**src/rtl/uart_fifo_pkg.sv**
```systemverilog
package uart_fifo_pkg;

    typedef enum logic [1:0] {
        TRIG_ONE      = 2'b00,
        TRIG_FOUR     = 2'b01,
        TRIG_EIGHT    = 2'b10,
        TRIG_FOURTEEN = 2'b11
    } trig_e;

    typedef struct packed {
        trig_e trig;
        logic  tx_en;
        logic  rx_en;
        logic  fifo_en;
    } ctrl_t;

    localparam int unsigned CTRL_TRIG_HI = 7;
    localparam int unsigned CTRL_TRIG_LO = 6;
    localparam int unsigned CTRL_TX_BIT  = 2;
    localparam int unsigned CTRL_RX_BIT  = 1;
    localparam int unsigned CTRL_FF_BIT  = 0;

    function automatic int unsigned trig_bytes(input trig_e t);
        case (t)
            TRIG_ONE:      return 1;
            TRIG_FOUR:     return 4;
            TRIG_EIGHT:    return 8;
            default:       return 14;
        endcase
    endfunction

    function automatic ctrl_t decode_ctrl(input logic [1:0] trig, input logic tx,
                                          input logic rx, input logic ff);
        ctrl_t c;
        c.trig    = trig_e'(trig);
        c.tx_en   = tx;
        c.rx_en   = rx;
        c.fifo_en = ff;
        return c;
    endfunction

endpackage

```
**src/rtl/ctrl_reg.sv**
```systemverilog
module ctrl_reg
    import uart_fifo_pkg::*;
(
    input  logic       clk,
    input  logic       rst,
    input  logic       wr,
    input  logic [7:0] wdata,
    output ctrl_t      ctrl
);
    ctrl_t ctrl_q;
    logic  unused_rsvd;

    // Reserved field carries no function.
    assign unused_rsvd = ^wdata[5:3];

    always_ff @(posedge clk) begin
        if (rst) begin
            ctrl_q <= '0;
        end else if (wr) begin
            ctrl_q <= decode_ctrl(wdata[CTRL_TRIG_HI:CTRL_TRIG_LO], wdata[CTRL_TX_BIT],
                                  wdata[CTRL_RX_BIT], wdata[CTRL_FF_BIT]);
        end
    end

    assign ctrl = ctrl_q;

    assert_ctrl_persist_R2: assert property (@(posedge clk) disable iff (rst)
        !wr |=> $stable(ctrl_q));

endmodule

```
**src/rtl/byte_fifo.sv**
```systemverilog
module byte_fifo #(
    parameter int DEPTH = 16,
    localparam int AW   = $clog2(DEPTH),
    localparam int CW   = AW + 1
) (
    input  logic          clk,
    input  logic          rst,
    input  logic          clear,
    input  logic          one_deep,
    input  logic          push,
    input  logic [7:0]    push_data,
    input  logic          pop,
    output logic [7:0]    pop_data,
    output logic [CW-1:0] count,
    output logic          overrun
);
    logic [7:0]    mem [DEPTH];
    logic [AW-1:0] wr_ptr, rd_ptr;
    logic [CW-1:0] cnt;
    logic [CW-1:0] cap;
    logic [7:0]    dout;
    logic          ovr;
    logic          pop_ok, push_ok;

    function automatic logic [AW-1:0] bump(input logic [AW-1:0] p);
        return (p == AW'(DEPTH - 1)) ? '0 : p + 1'b1;
    endfunction

    assign cap     = one_deep ? CW'(1) : CW'(DEPTH);
    assign pop_ok  = pop && (cnt != '0);
    assign push_ok = push && ((cnt < cap) || pop_ok);

    always_ff @(posedge clk) begin
        if (push_ok) begin
            mem[wr_ptr] <= push_data;
        end
    end

    always_ff @(posedge clk) begin
        if (rst || clear) begin
            wr_ptr <= '0;
            rd_ptr <= '0;
            cnt    <= '0;
            dout   <= '0;
            ovr    <= 1'b0;
        end else begin
            if (push_ok) begin
                wr_ptr <= bump(wr_ptr);
            end
            if (pop_ok) begin
                dout   <= mem[rd_ptr];
                rd_ptr <= bump(rd_ptr);
            end
            cnt <= cnt + CW'(push_ok) - CW'(pop_ok);
            ovr <= push && !push_ok;
        end
    end

    assign pop_data = dout;
    assign count    = cnt;
    assign overrun  = ovr;

    assert_count_cap_R5: assert property (@(posedge clk) disable iff (rst)
        cnt <= CW'(DEPTH));

    // Holds for the transmit instance and the receive instance.
    assert_flush_empty_R3: assert property (@(posedge clk) disable iff (rst)
        clear |=> (cnt == '0));

    assert_overrun_cause_R6: assert property (@(posedge clk) disable iff (rst)
        ovr |-> ($past(push) && ($past(cnt) == $past(cap))));

    assert_empty_pop_hold_R7: assert property (@(posedge clk) disable iff (rst)
        (pop && (cnt == '0) && !clear) |=> $stable(dout));

    assert_one_deep_cap_R9: assert property (@(posedge clk) disable iff (rst)
        (one_deep && $past(one_deep) && ($past(cnt) <= CW'(1))) |-> (cnt <= CW'(1)));

endmodule

```
**src/rtl/rx_trigger.sv**
```systemverilog
module rx_trigger
    import uart_fifo_pkg::*;
#(
    parameter int CW = 5
) (
    input  trig_e         trig,
    input  logic          fifo_en,
    input  logic          rx_en,
    input  logic [CW-1:0] count,
    output logic          irq
);
    int unsigned need;

    always_comb begin
        need = fifo_en ? trig_bytes(trig) : 1;
        irq  = rx_en && (32'(count) >= need);
    end

endmodule

```
**src/rtl/uart_fifo_ctrl.sv**
```systemverilog
module uart_fifo_ctrl
    import uart_fifo_pkg::*;
#(
    parameter int DEPTH = 16,
    localparam int CW   = $clog2(DEPTH) + 1
) (
    input  logic          clk,
    input  logic          rst,
    input  logic          reg_wr,
    input  logic [7:0]    reg_wdata,
    input  logic          tx_push,
    input  logic [7:0]    tx_push_data,
    input  logic          tx_pop,
    output logic [7:0]    tx_pop_data,
    output logic [CW-1:0] tx_count,
    output logic          tx_overrun,
    input  logic          rx_push,
    input  logic [7:0]    rx_push_data,
    input  logic          rx_pop,
    output logic [7:0]    rx_pop_data,
    output logic [CW-1:0] rx_count,
    output logic          rx_overrun,
    output logic          rx_irq,
    output logic          tx_run,
    output logic          rx_run
);
    localparam int NPATH = 2;   // index 0: transmit, 1: receive

    ctrl_t         ctrl;
    logic          clr     [NPATH];
    logic          f_push  [NPATH];
    logic          f_pop   [NPATH];
    logic [7:0]    f_din   [NPATH];
    logic [7:0]    f_dout  [NPATH];
    logic [CW-1:0] f_cnt   [NPATH];
    logic          f_ovr   [NPATH];

    ctrl_reg u_ctrl (
        .clk   (clk),
        .rst   (rst),
        .wr    (reg_wr),
        .wdata (reg_wdata),
        .ctrl  (ctrl)
    );

    assign clr[0]    = !ctrl.tx_en;
    assign clr[1]    = !ctrl.rx_en;
    assign f_push[0] = tx_push;
    assign f_push[1] = rx_push;
    assign f_pop[0]  = tx_pop;
    assign f_pop[1]  = rx_pop;
    assign f_din[0]  = tx_push_data;
    assign f_din[1]  = rx_push_data;

    for (genvar p = 0; p < NPATH; p++) begin : g_path
        byte_fifo #(.DEPTH(DEPTH)) u_fifo (
            .clk       (clk),
            .rst       (rst),
            .clear     (clr[p]),
            .one_deep  (!ctrl.fifo_en),
            .push      (f_push[p]),
            .push_data (f_din[p]),
            .pop       (f_pop[p]),
            .pop_data  (f_dout[p]),
            .count     (f_cnt[p]),
            .overrun   (f_ovr[p])
        );
    end

    rx_trigger #(.CW(CW)) u_trig (
        .trig    (ctrl.trig),
        .fifo_en (ctrl.fifo_en),
        .rx_en   (ctrl.rx_en),
        .count   (f_cnt[1]),
        .irq     (rx_irq)
    );

    assign tx_pop_data = f_dout[0];
    assign tx_count    = f_cnt[0];
    assign tx_overrun  = f_ovr[0];
    assign rx_pop_data = f_dout[1];
    assign rx_count    = f_cnt[1];
    assign rx_overrun  = f_ovr[1];
    assign tx_run      = ctrl.tx_en;
    assign rx_run      = ctrl.rx_en;

    assert_irq_needs_data_R8: assert property (@(posedge clk) disable iff (rst)
        rx_irq |-> (rx_count != '0));

    assert_run_gates_rx_R4: assert property (@(posedge clk) disable iff (rst)
        (!rx_run && $past(!rx_run)) |-> (rx_count == '0));

endmodule

```
**config.mk**
```make
export PLATFORM = sky130hd
export DESIGN_NAME = uart_fifo_ctrl
export DESIGN_NICKNAME = d
export VERILOG_FILES = /design/src/rtl/uart_fifo_pkg.sv /design/src/rtl/ctrl_reg.sv /design/src/rtl/byte_fifo.sv /design/src/rtl/rx_trigger.sv /design/src/rtl/uart_fifo_ctrl.sv
export SDC_FILE = /design/constraint.sdc
export NUM_CORES = 1
export LEC_CHECK = 0
export ABC_AREA = 0
export BUFFER_PORTS_ARGS = -buffer_cell sky130_fd_sc_hd__buf_2
export CAP_MARGIN = 30
export CORE_MARGIN = 2
export CORE_UTILIZATION = 61
export DETAILED_ROUTE_END_ITERATION = 8
export PLACE_DENSITY = 0.79
export RECOVER_POWER = 50
export SLEW_MARGIN = 0
export SYNTH_ARGS = -nofsm -noshare
export SYNTH_HDL_FRONTEND = slang
export SYNTH_SLANG_ARGS = --single-unit
```
**constraint.sdc**
```tcl
create_clock -name clk -period 3.4 [get_ports clk]
set_input_delay 0.51 -clock clk [delete_from_list [all_inputs] [get_ports clk]]
set_output_delay 0.51 -clock clk [all_outputs]
set_load 0.05 [all_outputs]
```
==> out/qor.txt <==
Post-synth top area share: 0.619
VDD IR max: 0.000469 V
Post-synthesis adder-cell area fraction: 0.0354
Buffers added on ports: 58
Post-Synth Simple-Gate Area: 0.0503
Worst Hold Class: primary input to flip-flop
Detailed-route via count: 6,709
Core box area: 0.0201 mm2
Internal reg-to-reg setup slack: 0.42 ns
CTS clk-pin slew, worst paths: 0.06 ns
Critical path required time: 3.80 ns
Endpoint type of the worst setup path: flip-flop
Total clock sinks: 305
Placed cells: 1,055
Largest net degree at the start of global routing: 39
Post-Synthesis Cell Area: 0.0124 mm2
Hold path depth: 3
Commonest non-fill, non-tap cell in the layout: edfxtp_1
Crit path max fanout: 9
Fillcell total: 1,244
Post-Syn Nets: 798
Endpoint of the worst-slack reg-to-reg timing path: g_path[1].u_fifo.count[4]
Synth Flop Type: edfxtp_1
Share of cells above drive strength 1: 0.174
Area grow syn2layout: 12.8%
# Post-CTS Setup Buffers: 0
Final std cells w/o fill: 1,109
Drt drc: 0
Ys async rst share: 0
Initial antenna violation count: 0
Setup violations, final: 0
Mux contribution to synthesized area: 0.127
Post_cts resized: 0
Kind of critical path: flip-flop to flip-flop
Top cells by area, synth: edfxtp_1 62%, mux4_2 9.2%, dfxtp_1 7.9%, ha_1 3.2%, nor2_1 2.1%
Max-cap violation count: 0
Total Negative Setup Slacks: 0 ns
# nets final: 881
CP Launch Point: g_path[1].u_fifo.count[1]
Post-DP HPWL: 15,600 um
Average size of a mapped cell: 17.0 um2
Largest Register: g_path.u_fifo.mem
Post-synthesis compound-gate area fraction: 0.0556
Final core occ: 0.697
DRT iter0 DRCs: 548
Startpoint types: flip-flop
CTS Buffer Depth: 3
Io pins: 62
Die area: 0.0215 mm2
Xor/xnor share of the synthesized area: 0.00564
Worst Path Arrival: 3.38 ns
Wirelength per Cell: 22.5 um
Post-Route WL: 25,000 um
Leakage power: 0.00461 uW
Reg-to-Reg Start: g_path[1].u_fifo.count[1]
Final Hold Viols: 0
Register area share after synthesis: 0.698
Max reg flops: 256
Largest family of logic cells by synthesized area: multiplexers
Flops & latches, synth: 305
Total Routing Usage GR: 0.238
Post-Syn Instances: 733
Power Density: 546 mW/mm2
Synth Warn #: 0
FP Rows: 52
DR vias/cell: 6.05
First-pass GRT wire length: 38,800 um
Root buffer cell: clkbuf_16
DRT Pass-1 Iters: 5
Clock Skew: 0.0172 ns
Post-layout min period: 2.98 ns
Routed Antenna Nets: 0
Clock H-tree levels: 1
Worst Hold Path EP: u_ctrl.ctrl[4]
Worst-Margin Slew: 1.21 ns
Status: complete, no violations
Grt ovf: 0
Most frequent cells in the layout: 256 x edfxtp_1, 68 x nor2_1, 51 x mux4_2
TritonCTS clock tree: built
Max-slew headroom: 0.189
EDFF count, synth: 256
Maximum clock frequency: 335 MHz
Distinct cells, synth: 45
Clk Latency, worst-skew pair: 0.54 ns
Die Ht: 147 um
Fin crit share: 0.877
Initial Utilization: 0.618
Max-slew violations: 0
TritonCTS Buffers: 29
ANT cells: 0
Routability cong.: 0.798
Cell taking the most area after synthesis: edfxtp_1
Min-Delay Startpoint: reg_wdata[7]
RSZ-0062 raised after global routing: false
Hold_buf cts: 0
Die span in x: 147 um
Vias in the first global route: 6,972
R2R depth: 13
-- Yosys cell counts, types with 2 or more instances --
| library cell | number |
|---|---|
| xnor2_1 | 5 |
| inv_1 | 25 |
| buf_6 | 2 |
| nor2b_1 | 9 |
| mux4_2 | 51 |
| mux4_1 | 9 |
| o21ai_1 | 4 |
| ha_1 | 32 |
| nor2_1 | 68 |
| buf_1 | 6 |
| xor2_1 | 3 |
| fa_1 | 2 |
| nand4b_1 | 2 |
| o2111a_1 | 3 |
| mux2i_1 | 19 |
| a31oi_1 | 7 |
| buf_2 | 9 |
| clkbuf_1 | 13 |
| buf_4 | 2 |
| nor3_1 | 12 |
| nand3_1 | 2 |
| a221oi_1 | 2 |
| a311oi_1 | 2 |
| a22oi_1 | 29 |
| dfxtp_1 | 49 |
| edfxtp_1 | 256 |
| and2_1 | 8 |
| buf_12 | 3 |
| o211ai_1 | 3 |
| a21oi_1 | 41 |
| buf_8 | 3 |
| nand2b_1 | 10 |
| nand2_1 | 26 |
| o21ai_0 | 5 |
-- worst max path at each step --
stage | end | slack [ns] | cells past startpoint
3_5_place_dp | g_path[1].u_fifo.count[4] | 0.53 | 13
2_1_floorplan | rx_irq | 0.40 | 7
3_3_place_gp | g_path[1].u_fifo.count[4] | 0.61 | 15
6_report | g_path[1].u_fifo.count[4] | 0.42 | 13
4_1_cts | g_path[1].u_fifo.count[4] | 0.48 | 13
5_1_grt | g_path[1].u_fifo.count[4] | 0.27 | 15
-- stage by stage --
stage / setup WS [ns] / power [uW] / area, um2 / hold WS (ns)
after floorplan: 0.404 / 4270 / 12400 / 0.500
after global placement: 0.612 / 4360 / 13100 / 0.464
after detailed placement: 0.527 / 4370 / 13100 / 0.481
after CTS: 0.475 / 7700 / 14100 / 0.196
after global routing: 0.267 / 7870 / 14000 / 0.207
final: 0.417 / 7660 / 14000 / 0.203
-- final cells by class --
class                   instances  area [um2]  area share
flip-flops and latches        305        8670       0.618
multi-input cells             364        3410       0.243
clock buffers                  37         806      0.0575
repair buffers                 90         485      0.0346
well taps                     270         338      0.0241
clock inverters                17         209      0.0149
inverters                      26        97.6     0.00696
-- where the power goes --
part           total [uW]  internal [uW]  switching, uW  leakage [uW]
logic                 206           65.1            141       0.00140
registers            4090           4070           12.8       0.00271
clock network        3370           2050           1320      0.000506
total                7660           6180           1480       0.00461
-- worst max-delay path: stages (launching register included) --
cell	delay [ns]
dfxtp_1	0.48
inv_1	0.14
ha_1	0.23
o21ai_1	0.09
a31oi_1	0.18
o31ai_4	0.47
ha_1	0.26
inv_1	0.06
fa_1	0.41
nor2_1	0.12
nor2_1	0.05
o21bai_1	0.15
xnor2_1	0.14
nor2_1	0.05
-- cell families after synthesis --
group | count (synthesis)
mux | 79
fa+ha+maj | 34
flops | 305
buf+inv | 64
xor+xnor | 8
simple gates | 139
compound gates | 104
-- layer usage --
| layer | track usage | vias up | part of all wire |
|---|---|---|---|
| met2 | 0.431 | 257 | 0.53 |
| met1 | 0.299 | 3376 | 0.38 |
| met4 | 0.0694 | 0 | 0.026 |
| met3 | 0.0363 | 53 | 0.061 |
| met5 | 0 | - | 0 |
| li1 | - | 3023 | - |
Note: power is estimated with default switching activity, not from simulation.
